==> src/rtl/odd_div_pkg.sv <==
`timescale 1ns/1ps
package odd_div_pkg;

  // Output shaping variant, chosen at elaboration.
  typedef enum logic {
    DUTY_HALF = 1'b0,  // rising + falling register, 50% duty
    DUTY_REG  = 1'b1   // single rising-edge register, unbalanced duty
  } duty_mode_e;

endpackage

==> src/rtl/odd_div_rst_sync.sv <==
`timescale 1ns/1ps
module odd_div_rst_sync #(
  parameter int STAGES = 2
) (
  input  logic clk_i,
  input  logic rst_ni,
  output logic rst_sync_no
);

  logic [STAGES-1:0] chain_q;
  logic [STAGES-1:0] chain_d;

  always_comb begin
    chain_d = {chain_q[STAGES-2:0], 1'b1};
  end

  always_ff @(posedge clk_i or negedge rst_ni) begin
    if (!rst_ni) begin
      chain_q <= '0;
    end else begin
      chain_q <= chain_d;
    end
  end

  assign rst_sync_no = chain_q[STAGES-1];

endmodule

==> src/rtl/odd_div_modcnt.sv <==
`timescale 1ns/1ps
module odd_div_modcnt #(
  parameter int N = 3,
  parameter int W = $clog2(N)
) (
  input  logic         clk_i,
  input  logic         rst_ni,
  output logic [W-1:0] cnt_o
);

  localparam logic [W-1:0] LAST = W'(N - 1);

  logic [W-1:0] cnt_q;
  logic [W-1:0] cnt_d;

  always_comb begin
    if (cnt_q == LAST) begin
      cnt_d = '0;
    end else begin
      cnt_d = cnt_q + 1'b1;
    end
  end

  always_ff @(posedge clk_i or negedge rst_ni) begin
    if (!rst_ni) begin
      cnt_q <= '0;
    end else begin
      cnt_q <= cnt_d;
    end
  end

  assign cnt_o = cnt_q;

endmodule

==> src/rtl/odd_div_shape.sv <==
`timescale 1ns/1ps
module odd_div_shape
  import odd_div_pkg::*;
#(
  parameter int         N    = 3,
  parameter int         W    = $clog2(N),
  parameter duty_mode_e MODE = DUTY_HALF
) (
  input  logic         clk_i,
  input  logic         rst_ni,
  input  logic [W-1:0] cnt_i,
  output logic         lead_o,
  output logic         div_o
);

  // Cycles the rising-edge window stays high in each mode.
  localparam int WIN_HALF = (N + 1) / 2;
  localparam int WIN_REG  = (N - 1) / 2;
  localparam int WIN      = (MODE == DUTY_HALF) ? WIN_HALF : WIN_REG;
  localparam logic [W-1:0] WIN_END = W'(WIN);

  logic lead_q;
  logic lead_d;

  always_comb begin
    lead_d = (cnt_i < WIN_END);
  end

  always_ff @(posedge clk_i or negedge rst_ni) begin
    if (!rst_ni) begin
      lead_q <= 1'b0;
    end else begin
      lead_q <= lead_d;
    end
  end

  assign lead_o = lead_q;

  if (MODE == DUTY_HALF) begin : g_half
    // Copy of the window taken half a cycle later; the overlap
    // trims half a cycle from the window, giving N/2 cycles high.
    logic lag_q;
    always_ff @(negedge clk_i or negedge rst_ni) begin
      if (!rst_ni) begin
        lag_q <= 1'b0;
      end else begin
        lag_q <= lead_q;
      end
    end
    assign div_o = lead_q & lag_q;
  end else begin : g_reg
    assign div_o = lead_q;
  end

endmodule

==> src/rtl/odd_div.sv <==
`timescale 1ns/1ps
module odd_div
  import odd_div_pkg::*;
#(
  parameter int         N    = 3,
  parameter duty_mode_e MODE = DUTY_HALF
) (
  input  logic clk_i,
  input  logic rst_ni,
  output logic clk_div_o
);

  localparam int W = $clog2(N);

  // only odd ratios of at least 3 are legal
  if ((N < 3) || ((N % 2) == 0)) begin : g_bad_ratio
    $error("odd_div: N must be odd and at least 3");
  end

  logic         rst_sync_n;
  logic [W-1:0] cnt_w;
  logic         lead_w;

  odd_div_rst_sync #(
    .STAGES (2)
  ) u_rst_sync (
    .clk_i       (clk_i),
    .rst_ni      (rst_ni),
    .rst_sync_no (rst_sync_n)
  );

  odd_div_modcnt #(
    .N (N),
    .W (W)
  ) u_cnt (
    .clk_i  (clk_i),
    .rst_ni (rst_sync_n),
    .cnt_o  (cnt_w)
  );

  odd_div_shape #(
    .N    (N),
    .W    (W),
    .MODE (MODE)
  ) u_shape (
    .clk_i  (clk_i),
    .rst_ni (rst_sync_n),
    .cnt_i  (cnt_w),
    .lead_o (lead_w),
    .div_o  (clk_div_o)
  );

endmodule

==> config.mk <==
export PLATFORM = sky130hd
export DESIGN_NAME = odd_div
export DESIGN_NICKNAME = d
export VERILOG_FILES = /design/src/rtl/odd_div_pkg.sv /design/src/rtl/odd_div_rst_sync.sv /design/src/rtl/odd_div_modcnt.sv /design/src/rtl/odd_div_shape.sv /design/src/rtl/odd_div.sv
export SDC_FILE = /design/constraint.sdc
export NUM_CORES = 1
export LEC_CHECK = 0
export ABC_AREA = 1
export BUFFER_PORTS_ARGS = -buffer_cell sky130_fd_sc_hd__buf_4
export CAP_MARGIN = 30
export CORE_AREA = 2 2 39 41
export CTS_CLUSTER_DIAMETER = 50
export CTS_CLUSTER_SIZE = 14
export DETAILED_ROUTE_END_ITERATION = 12
export DIE_AREA = 0 0 41 43
export GPL_TIMING_DRIVEN = 0
export PLACE_DENSITY = 0.39
export SLEW_MARGIN = 10
export SYNTH_ARGS = -nofsm -noshare
export SYNTH_HDL_FRONTEND = slang
export SYNTH_SLANG_ARGS = --single-unit
==> constraint.sdc <==
create_clock -name clk_i -period 0.8 [get_ports clk_i]
set_input_delay 0.04 -clock clk_i [delete_from_list [all_inputs] [get_ports clk_i]]
set_output_delay 0.04 -clock clk_i [all_outputs]
set_load 0.03 [all_outputs]
* Yosys cells after proc, flatten, opt, wreduce, memory -nomap -nowiden
Index checks and enable logic that the tools add are counted.
W data, S select, Z words.
** Storage, ports and cells
- Logic and storage cells :: 9
- Bits in latches :: 0
- Memories :: 0
- Output and inout bits :: 1
- Memory bits (read-only) :: 0
- Bits of input ports :: 2
- Memory bits (writable) :: 0
- Register bits after elaboration :: 6
** Operators by class
- Add/sub/neg operators :: 1
- Shift-type cells :: 0
- Multipliers :: 0
- Multiplexer cells :: 1
- Reductions and logical operators :: 0
- Divide/modulo/power cells :: 0
- Bitwise gates (word level) :: 1
- $lt $le $gt $ge :: 1
- Equal/unequal tests :: 1
** Operator list (count)
- $add A2 B1 Y2 const B :: 1
- $eq A2 B2 Y1 const B :: 1
- $lt A2 B2 Y1 const B :: 1
- $mux W2 :: 1
- $and A1 B1 Y1 :: 1

* Depth between registers and ports, before layout
- Word-level depth :: 2
- Depth in mapped cells :: 2
- Gate-level depth less buffers :: 2

* By module
From an unflattened synthesis, not the netlist that was laid out.
** Second synthesis, totals
- Cell total of the unflattened synthesis :: 13
- Area, all modules :: 178.9 µm²
** Modules (own cells, without submodules)
- odd_div_modcnt :: cells each 5, area each 63.8 µm², instances 1, sequential area each 50.0 µm²
- odd_div_shape :: cells each 5, area each 61.3 µm², instances 1, sequential area each 50.0 µm²
- odd_div_rst_sync :: cells each 3, area each 53.8 µm², instances 1, sequential area each 50.0 µm²

==> impl_metrics.json <==
{
  "post_dp_cell_area_um2": 214,
  "grt_pass1_wl_um": 338,
  "failed_checks": "setup timing",
  "io_pins": 3,
  "leakagePower_nw": 0.122,
  "async_reset_ff_share_pct": 100,
  "drt-total-wl_um": 181,
  "syn_inst": 13,
  "wl_per_cell_um": 5.03,
  "clkSinkCount": 6,
  "grt_pass1_vias": 104,
  "drtIter0Drc": 2,
  "drtPass1Iterations": 2,
  "crit_type": "register to primary output",
  "synth_edf_count": 0,
  "dp_cells": 31,
  "cts_max_path_buffers": 2,
  "synthesis.nets": 15,
  "multi_input_area_um2": 17.5,
  "grt_max_degree": 5,
  "layout.area.seq_um2": 150,
  "die_height_um": 43,
  "place_congestion": 0.526,
  "finalHoldViolCount": 0,
  "synth-main-ff-cell": "dfrtp_1",
  "stdcell_count": 36,
  "place.detailed.hpwl_um": 142,
  "die_w_um": 41,
  "cts_root_buf": "clkbuf_4",
  "num_vias": 100,
  "synth_area_leaders": "dfrtp_1, dfrtn_1, inv_1",
  "syn_area_per_cell_um2": 13.8,
  "ys_ff_latch": 6,
  "core_area_um2": 1380,
  "fin_skew_ps": 13.5,
  "gr-total-overflow": 0,
  "numCtsBuffers": 3,
  "tritoncts": "done",
  "ff2ff_setup_slack_ps": -110,
  "pre_cts_slack_ps": -241,
  "startpoint": "u_shape.g_half.lag_q",
  "ff2ff_path_depth": 0,
  "yosys.area.top_type": "dfrtp_1",
  "crit_path_max_fanout": 1,
  "synth_top_cell_area_share_pct": 69.9,
  "fillers": 152,
  "vdd_drop_max_v": 0.00135,
  "via_per_inst": 2.78,
  "end_kind": "primary output",
  "start_util_pct": 12.9,
  "setup_viol": 2,
  "finalInstanceArea_um2": 254,
  "postCtsSetupRepairBufs": 0,
  "worst_setup_path_start_kind": "register",
  "yosysUniqueCellTypes": 7,
  "clk_pin_slew_worst_paths_ps": 50,
  "hold_path_class": "register to asynchronous set/reset pin",
  "io_buffers": 2,
  "netlist_top_cells_count": "dfrtp_1, inv_1",
  "timing.rr.start": "u_shape.lead_o",
  "grtUsageTotal_pct": 3.75,
  "r2r-end": "u_shape.g_half.lag_q",
  "cp.arrival_ps": 1240,
  "synth_area_um2": 179,
  "status": "finished with violations",
  "crit_required_ps": 760,
  "htreeDepth": 1,
  "synthMostInstantiatedCell": "dfrtp_1",
  "ant_nets": 0,
  "p_total_w": 0.000614,
  "rsz0062_at_grt": "yes",
  "cp-endpoint": "clk_div_o",
  "clock_latency_ps": 250,
  "drive_above_1_share_pct": 35.0,
  "die-area_um2": 1760,
  "area_delta_synth_final_pct": 42.0,
  "slew_viol_final": 0,
  "drc": 0,
  "antenna_found_initial": 0,
  "layout.nets": 23,
  "synth_warnings": 0,
  "powerDensity_nw_per_um2": 2420,
  "drv_cap": 0,
  "yosysSeqAreaShare_pct": 83.9,
  "antenna_cells": 0,
  "rows": 14,
  "setup_slack_ps": -478
}
-- area by class of cell --
class,count,area share [%]
inverters,3,4.43
flip-flops and latches,6,59.1
well taps,16,7.88
multi-input cells,4,6.90
clock buffers,4,10.3
repair buffers,3,11.3
-- timing repair --
action                                 in CTS  in global routing
endpoints found under the hold margin       2                  0
gates resized for setup                     1                  0
pin swaps                                   0                  0
hold buffers                                1                  0
setup endpoints to repair                   2                  2
-- worst max-delay path: stages (launching register included) --
cell	delay, ps
dfrtn_1	380
nand2_1	50
inv_2	50
buf_6	120
-- cells in the final DEF, fill, tap and decap left out --
cell type / instances
nor2_2: 1
buf_4: 1
conb_1: 1
inv_2: 1
dfrtp_1: 5
nor2_1: 1
dfrtn_1: 1
nand2_1: 1
buf_6: 1
clkbuf_4: 3
inv_1: 2
clkbuf_1: 1
dlygate4sd3_1: 1
-- layer usage --
layer	global-route usage [%]	part of all wire (%)	vias up
met3	6.28	9.9	0
met4	4.00	0	0
met1	2.33	51	48
met2	3.75	39	3
met5	0	0	-
li1	-	-	49
-- per-stage QoR --
stage	hold slack [ps]	util, %	setup TNS, ps
global placement	-178	15.5	-354
floorplan	-256	-	-285
CTS	62.0	18.4	-607
detailed placement	-176	15.5	-361
global route	72.5	18.4	-667
finish	56.1	18.4	-587
-- state kept, by name, summed over array words and instances (netlist names) --
register,flops
u_shape.g_half.lag_q,1
u_cnt.cnt_o,2
u_rst_sync.chain_q,2
u_shape.lead_o,1
-- kinds of logic after synthesis --
family | Yosys count | share of synthesized area, %
buffers and inverters | 3 | 6.29
AND/OR/NAND/NOR | 3 | 7.69
flip-flops | 6 | 83.9
other | 1 | 2.10
-- worst min-delay path by stage --
stage | depth (start not counted) | slack [ps] | to
floorplan | 0 | -260 | u_rst_sync.chain_q[0]
finish | 0 | 60 | u_cnt.cnt_o[0]
global placement | 1 | -180 | u_rst_sync.chain_q[0]
detailed placement | 1 | -180 | u_rst_sync.chain_q[0]
global route | 0 | 70 | u_cnt.cnt_o[0]
CTS | 0 | 60 | u_cnt.cnt_o[0]
-- power by group --
group	switching, W	internal (W)
combinational	0.00000264	0.00000624
sequential	0.00000409	0.000310
clock	0.000103	0.000188
total	0.000110	0.000505
Note: power is estimated with default switching activity, not from simulation.
